`config.mk`:
```
export PLATFORM = sky130hd
export DESIGN_NAME = inner_label_classifier
export DESIGN_NICKNAME = d
export VERILOG_FILES = /design/src/rtl/lblc_pkg.sv /design/src/rtl/lblc_pos.sv /design/src/rtl/lblc_cap.sv /design/src/rtl/lblc_decide.sv /design/src/rtl/lblc_bcnt.sv /design/src/rtl/inner_label_classifier.sv
export SDC_FILE = /design/constraint.sdc
export NUM_CORES = 1
export LEC_CHECK = 0
export CELL_PAD_IN_SITES_DETAIL_PLACEMENT = 1
export CELL_PAD_IN_SITES_GLOBAL_PLACEMENT = 2
export CORE_MARGIN = 2
export CORE_UTILIZATION = 33
export CTS_CLUSTER_DIAMETER = 30
export DETAILED_ROUTE_END_ITERATION = 10
export PLACE_DENSITY = 0.76
export SYNTH_ARGS = -nofsm -noshare
export SYNTH_HDL_FRONTEND = slang
export SYNTH_SLANG_ARGS = --single-unit
```
`constraint.sdc`:
```
create_clock -name clk -period 2.5 [get_ports clk]
set_clock_uncertainty 0.15 [all_clocks]
set_input_delay 0.625 -clock clk [delete_from_list [all_inputs] [get_ports clk]]
set_output_delay 0.625 -clock clk [all_outputs]
set_load 0.05 [all_outputs]
```
`src/rtl/lblc_pkg.sv`:
```
package lblc_pkg;
  localparam int LBL_BYTES = 8;

  typedef enum logic [1:0] {
    KIND_VLAN = 2'b00,
    KIND_FINE = 2'b01,
    KIND_UNKN = 2'b10,
    KIND_BAD  = 2'b11
  } lbl_kind_e;

  typedef enum logic [1:0] {
    PS_IDLE  = 2'b00,
    PS_LABEL = 2'b01,
    PS_SKIP  = 2'b10
  } pos_st_e;

  typedef struct packed {
    lbl_kind_e   kind;
    logic [23:0] value;
    logic [2:0]  prio;
    logic        dei;
    logic        discard;
    logic        trunc;
  } lbl_res_t;

  function automatic logic [23:0] fine_join(input logic [15:0] hi, input logic [15:0] lo);
    return {hi[11:0], lo[11:0]};
  endfunction

  function automatic logic [23:0] vlan_widen(input logic [15:0] tag);
    return {12'h000, tag[11:0]};
  endfunction

  function automatic logic [2:0] part_prio(input logic [15:0] part);
    return part[15:13];
  endfunction

  function automatic logic part_dei(input logic [15:0] part);
    return part[12];
  endfunction

  function automatic lbl_res_t res_clear();
    lbl_res_t r;
    r = '0;
    return r;
  endfunction

  function automatic lbl_res_t res_fault(input logic cut);
    lbl_res_t r;
    r = '0;
    r.kind    = KIND_BAD;
    r.discard = 1'b1;
    r.trunc   = cut;
    return r;
  endfunction
endpackage

```
`src/rtl/lblc_pos.sv`:
```
module lblc_pos
  import lblc_pkg::*;
#(
  parameter int POS_W = 3
) (
  input  logic             clk,
  input  logic             rst_n,
  input  logic             take,
  input  logic             sof,
  input  logic             eof,
  input  logic             fin,
  output logic             in_label,
  output logic             open_now,
  output logic [POS_W-1:0] epos
);
  pos_st_e          st_q;
  logic [POS_W-1:0] pos_q;

  assign in_label = sof | (st_q == PS_LABEL);
  assign open_now = sof | (st_q != PS_IDLE);
  assign epos     = sof ? '0 : pos_q;

  always_ff @(posedge clk or negedge rst_n) begin
    if (!rst_n) begin
      st_q  <= PS_IDLE;
      pos_q <= '0;
    end else if (take) begin
      if (in_label) begin
        if (eof) begin
          st_q <= PS_IDLE;
        end else if (fin) begin
          st_q <= PS_SKIP;
        end else begin
          st_q  <= PS_LABEL;
          pos_q <= epos + 1'b1;
        end
      end else if (open_now && eof) begin
        st_q <= PS_IDLE;
      end
    end
  end
endmodule

```
`src/rtl/lblc_cap.sv`:
```
module lblc_cap #(
  parameter int SLOTS = 7,
  parameter int POS_W = 3
) (
  input  logic                  clk,
  input  logic                  rst_n,
  input  logic                  wr,
  input  logic [POS_W-1:0]      epos,
  input  logic [7:0]            din,
  output logic [SLOTS-1:0][7:0] cap
);
  always_ff @(posedge clk or negedge rst_n) begin
    if (!rst_n) begin
      cap <= '0;
    end else if (wr) begin
      for (int k = 0; k < SLOTS; k++) begin
        if (epos == POS_W'(k)) cap[k] <= din;
      end
    end
  end
endmodule

```
`src/rtl/lblc_decide.sv`:
```
module lblc_decide
  import lblc_pkg::*;
#(
  parameter int          SLOTS   = 7,
  parameter int          POS_W   = 3,
  parameter logic [15:0] VLAN_ET = 16'h8100,
  parameter logic [15:0] FINE_ET = 16'h893B
) (
  input  logic [POS_W-1:0]      epos,
  input  logic [7:0]            din,
  input  logic [SLOTS-1:0][7:0] cap,
  input  logic                  eof,
  output logic                  fin,
  output logic                  cut,
  output lbl_res_t              res
);
  logic [15:0] et_live, et_held, part_a_live, part_a_held, et2_live, part_b_live;

  assign et_live     = {cap[0], din};
  assign et_held     = {cap[0], cap[1]};
  assign part_a_live = {cap[2], din};
  assign part_a_held = {cap[2], cap[3]};
  assign et2_live    = {cap[4], din};
  assign part_b_live = {cap[6], din};

  always_comb begin
    fin = 1'b0;
    res = res_clear();
    case (epos)
      POS_W'(1): if (et_live != VLAN_ET && et_live != FINE_ET) begin
        fin      = 1'b1;
        res.kind = KIND_UNKN;
      end
      POS_W'(3): if (et_held == VLAN_ET) begin
        fin       = 1'b1;
        res.kind  = KIND_VLAN;
        res.value = vlan_widen(part_a_live);
        res.prio  = part_prio(part_a_live);
        res.dei   = part_dei(part_a_live);
      end
      POS_W'(5): if (et2_live != FINE_ET) begin
        fin = 1'b1;
        res = res_fault(1'b0);
      end
      POS_W'(7): begin
        fin       = 1'b1;
        res.kind  = KIND_FINE;
        res.value = fine_join(part_a_held, part_b_live);
        res.prio  = part_prio(part_a_held);
        res.dei   = part_dei(part_a_held);
      end
      default: ;
    endcase
    cut = eof & ~fin;
    if (cut) res = res_fault(1'b1);
  end
endmodule

```
`src/rtl/lblc_bcnt.sv`:
```
module lblc_bcnt #(
  parameter int CNT_W = 16
) (
  input  logic             clk,
  input  logic             rst_n,
  input  logic             take,
  input  logic             sof,
  input  logic             open_now,
  output logic [CNT_W-1:0] cnt
);
  localparam logic [CNT_W-1:0] CNT_MAX = '1;

  always_ff @(posedge clk or negedge rst_n) begin
    if (!rst_n) begin
      cnt <= '0;
    end else if (take) begin
      if (sof) cnt <= CNT_W'(1);
      else if (open_now && cnt != CNT_MAX) cnt <= cnt + 1'b1;
    end
  end
endmodule

```
`src/rtl/inner_label_classifier.sv`:
```
module inner_label_classifier
  import lblc_pkg::*;
#(
  parameter int          CNT_W   = 16,
  parameter logic [15:0] VLAN_ET = 16'h8100,
  parameter logic [15:0] FINE_ET = 16'h893B
) (
  input  logic             clk,
  input  logic             rst_n,
  input  logic             in_valid,
  output logic             in_ready,
  input  logic [7:0]       in_data,
  input  logic             in_sof,
  input  logic             in_eof,
  output logic [1:0]       lbl_kind,
  output logic [23:0]      lbl_value,
  output logic [2:0]       xit_prio,
  output logic             xit_dei,
  output logic             discard,
  output logic             trunc,
  output logic             done,
  output logic [CNT_W-1:0] byte_cnt
);
  localparam int POS_W = $clog2(LBL_BYTES);
  localparam int SLOTS = LBL_BYTES - 1;

  logic                  take, in_label, open_now, fin_now, cut_now, commit;
  logic [POS_W-1:0]      epos;
  logic [SLOTS-1:0][7:0] cap;
  lbl_res_t              res_now, res_q;

  assign in_ready = 1'b1;
  assign take     = in_valid & in_ready;
  assign commit   = take & in_label & (fin_now | cut_now);

  lblc_pos #(.POS_W(POS_W)) u_pos (
    .clk(clk), .rst_n(rst_n), .take(take), .sof(in_sof), .eof(in_eof),
    .fin(fin_now), .in_label(in_label), .open_now(open_now), .epos(epos)
  );

  lblc_cap #(.SLOTS(SLOTS), .POS_W(POS_W)) u_cap (
    .clk(clk), .rst_n(rst_n), .wr(take & in_label), .epos(epos),
    .din(in_data), .cap(cap)
  );

  lblc_decide #(.SLOTS(SLOTS), .POS_W(POS_W), .VLAN_ET(VLAN_ET), .FINE_ET(FINE_ET)) u_decide (
    .epos(epos), .din(in_data), .cap(cap), .eof(in_eof),
    .fin(fin_now), .cut(cut_now), .res(res_now)
  );

  lblc_bcnt #(.CNT_W(CNT_W)) u_bcnt (
    .clk(clk), .rst_n(rst_n), .take(take), .sof(in_sof),
    .open_now(open_now), .cnt(byte_cnt)
  );

  always_ff @(posedge clk or negedge rst_n) begin
    if (!rst_n) begin
      res_q <= res_clear();
      done  <= 1'b0;
    end else begin
      done <= commit;
      if (commit) res_q <= res_now;
      else if (take && in_sof) res_q <= res_clear();
    end
  end

  assign lbl_kind  = res_q.kind;
  assign lbl_value = res_q.value;
  assign xit_prio  = res_q.prio;
  assign xit_dei   = res_q.dei;
  assign discard   = res_q.discard;
  assign trunc     = res_q.trunc;
endmodule

```
==> results.py <==
metrics = {
    "drt": {
        "wl_mm": 12.10,
        "drt_iter0_markers": 89,
        "first_pass_iters": 4,
        "post-route-drc-count": 0,
        "vias_per_cell": 5.073,
        "antenna_left": 0,
        "vias": 3211,
        "wl_per_cell_um": 19.12,
    },
    "logic_synthesis": {
        "synth_edf_count": 0,
        "synth_top_area_frac": 0.5770,
        "synth-async-reset-ratio": 1.000,
        "ys_seq_area_frac": 0.5770,
        "synth_area_um2": 4250,
        "synth_cells": 338,
        "yosys_warnings": 0,
        "synth_ff_type": "dfrtp_1",
        "synth.distinct_cells": 49,
        "synthTopCellsByArea": "dfrtp_1, mux2_2, a22o_1",
        "yosys_register_bits": 98,
        "synth_common_cells": "dfrtp_1, mux2_2, a22o_1, nor2_1, nand2_1",
        "syn_area_per_cell_um2": 12.57,
        "synth_largest_area_cell": "dfrtp_1",
        "yosysMostFrequentCell": "dfrtp_1",
        "syn-num-nets": 358,
    },
    "setup_path": {
        "crit_buf_inv": 3,
        "crit_path_start_kind": "input pin",
        "path_class": "in -> reg",
        "worst_setup_path_end_kind": "register",
        "cpMaxStageDelayCell": "or4_4",
        "worstPathMaxFanout": 7,
        "crit_path_cell_trace": "buf_6, or4_4, o311a_1, a32oi_2, buf_4, nand4_4, a21oi_4, clkbuf_16, a22o_1",
        "r2r_slack_ns": 0.10,
        "crit_arrival_ns": 2.78,
        "required_ns": 2.64,
        "path_delay_family": "compound AO/OA/AOI/OAI gates",
        "cpPeakStageDelay_ns": 0.53,
    },
    "timing": {
        "final.min_clock_period_ns": 2.638,
        "worst_pin_slew_ns": 0.5515,
        "max_freq_mhz": 379.1,
        "setup_slack_ns": -0.1378,
        "finalSetupTns_ns": -3.207,
        "setup_viol": 31,
        "rsz0062_at_grt": "yes",
        "final_hold_viol_count": 0,
        "maxSlewHeadroom": 0.6320,
        "finalMaxSlewViolations": 0,
        "period_share": 1.055,
    },
    "power_and_ir_drop": {
        "leakagePower_nw": 2.679,
        "p_per_area_nw_per_um2": 833.8,
        "ir_worst_vdd_mv": 0.4946,
        "power_mw": 4.979,
    },
    "clocking": {
        "cts.sinks": 98,
        "clk_pin_slew_ns": 0.07,
        "cts_tree": "built",
        "insertion_delay_ns": 0.36,
        "clock_path_buffers": 2,
        "clk_root_buffer_cell": "clkbuf_16",
        "numCtsBuffers": 9,
        "h-tree-depth": 3,
    },
    "finish": {
        "n_antenna_cell": 0,
        "fin_nets": 476,
        "areaGrowthSynthToFinish_pct": 40.48,
        "layout.filler_cells": 1330,
        "layout.cells.non_filler": 633,
        "drive_above_1_share": 0.3254,
    },
    "place": {
        "place_congestion": 0.8274,
        "numPortBuffers": 61,
        "dp_hpwl_mm": 8.005,
        "placedCellCount": 611,
    },
    "global_routing": {
        "antenna_found_initial": 0,
        "grt_pass1_wl_mm": 18.69,
        "grt_usage": 0.1723,
        "grt_pass1_vias": 3591,
        "grt_max_degree": 41,
        "grt_overflow": 0,
    },
    "die": {
        "rows": 41,
        "die_h_um": 117.5,
        "io-pin-count": 63,
        "start_util": 0.3368,
        "die_w_um": 117.5,
        "dieArea_um2": 13800,
        "core-area_um2": 12620,
    },
    "run_status": {
        "violations": "setup timing",
        "status": "finished, violations left",
    },
    "hold_path": {
        "min_path_type": "in -> async",
    },
    "run": {
        "maxCapViolCount": 0,
    },
}
[worst paths after layout]
path	from	endpoint	depth (start not counted)
max	in_data[3]	xit_prio[1]$_DFFE_PN0P_	9
min	rst_n	u_bcnt.cnt[15]$_DFFE_PN0P_	1
max reg2reg	u_cap.cap[5]$_DFFE_PN0P_	xit_prio[1]$_DFFE_PN0P_	8
min reg2reg	u_cap.cap[20]$_DFFE_PN0P_	xit_dei$_DFFE_PN0P_	1
max in group asynchronous	rst_n	u_cap.cap[24]$_DFFE_PN0P_	2
min in group clk	u_cap.cap[20]$_DFFE_PN0P_	xit_dei$_DFFE_PN0P_	1
[worst register-to-register path, delay by kind of cell, from the launching register on]
family | cells | cell delay [ns]
DFF | 1 | 0.40
and+or+nand+nor | 3 | 0.61
buffers and inverters | 2 | 0.41
AOI/OAI and AO/OA | 3 | 0.79
[routing by layer]
layer	wire length, µm	global-route usage	vias to the layer above	part of all wire
li1	-	-	1473	-
met1	5228	0.2117	1660	0.43
met2	6250	0.2971	61	0.52
met3	411	0.04070	17	0.034
met4	213	0.06024	0	0.018
met5	0	0	-	0
[registers in the layout, indices dropped and copies added (netlist names), 2 cells and up]
name         cells
u_pos.st_q       2
lbl_kind         2
u_bcnt.cnt      16
u_pos.pos_q      3
lbl_value       24
xit_prio         3
u_cap.cap       44
[cells by family after synthesis]
family | Yosys count | synth area share
flip-flops | 98 | 0.5770
AND/OR/NAND/NOR | 85 | 0.1092
AO/OA/AOI/OAI | 65 | 0.1189
multiplexers | 46 | 0.1219
buffers and inverters | 24 | 0.02679
XOR/XNOR | 12 | 0.02473
adder cells (fa/ha/maj) | 7 | 0.02061
other | 1 | 0.0008823
[report_power, final]
| part | leakage (nW) | total [mW] | internal (mW) | switching (mW) |
|---|---|---|---|---|
| clock | 0.158 | 1.53 | 0.888 | 0.647 |
| combinational | 1.24 | 1.25 | 0.638 | 0.610 |
| sequential | 1.28 | 2.20 | 1.95 | 0.247 |
| total | 2.68 | 4.98 | 3.47 | 1.50 |
[layout make-up]
type                            instances  area, µm²  share of cell area
Sequential cell                        98       2452              0.4107
Multi-Input combinational cell        216       1790              0.2999
Timing Repair Buffer                  123       1156              0.1936
Clock buffer                            9      225.2             0.03772
Tap cell                              172      215.2             0.03604
Clock inverter                          7      101.3             0.01697
Inverter                                8      30.03            0.005029
[cell usage in the layout, fill, tap and decap left out, types with 6 or more instances in the layout]
master / count
dfrtp_1: 98
buf_4: 56
clkdlybuf4s50_1: 54
mux2_2: 44
a22o_1: 24
nor2_1: 19
nand2_1: 14
nand3_1: 13
clkbuf_16: 11
a21oi_1: 9
xor2_1: 9
a22oi_1: 7
inv_1: 6
ha_1: 6
[timing repair]
item	4_1_cts	5_1_grt
resized for setup	24	18
pin swaps	7	15
endpoints found under the setup margin	40	32
cloned	0	3
hold buffers	0	0
setup buffers	2	1
[stage by stage]
| stage | hold WS [ns] | area (µm²) | worst slack [ns] | utilization |
|---|---|---|---|---|
| after floorplan | 0.1794 | 4260 | -0.2053 | - |
| after global placement | 0.3170 | 5460 | -0.7268 | 0.4327 |
| after detailed placement | 0.3305 | 5460 | -0.7809 | 0.4327 |
| after CTS | 0.09366 | 5823 | -0.05172 | 0.4614 |
| after global routing | 0.1061 | 5971 | -0.2100 | 0.4731 |
| final | 0.07867 | 5971 | -0.1378 | 0.4731 |
No activity file was read; power rests on OpenSTA's default activity.
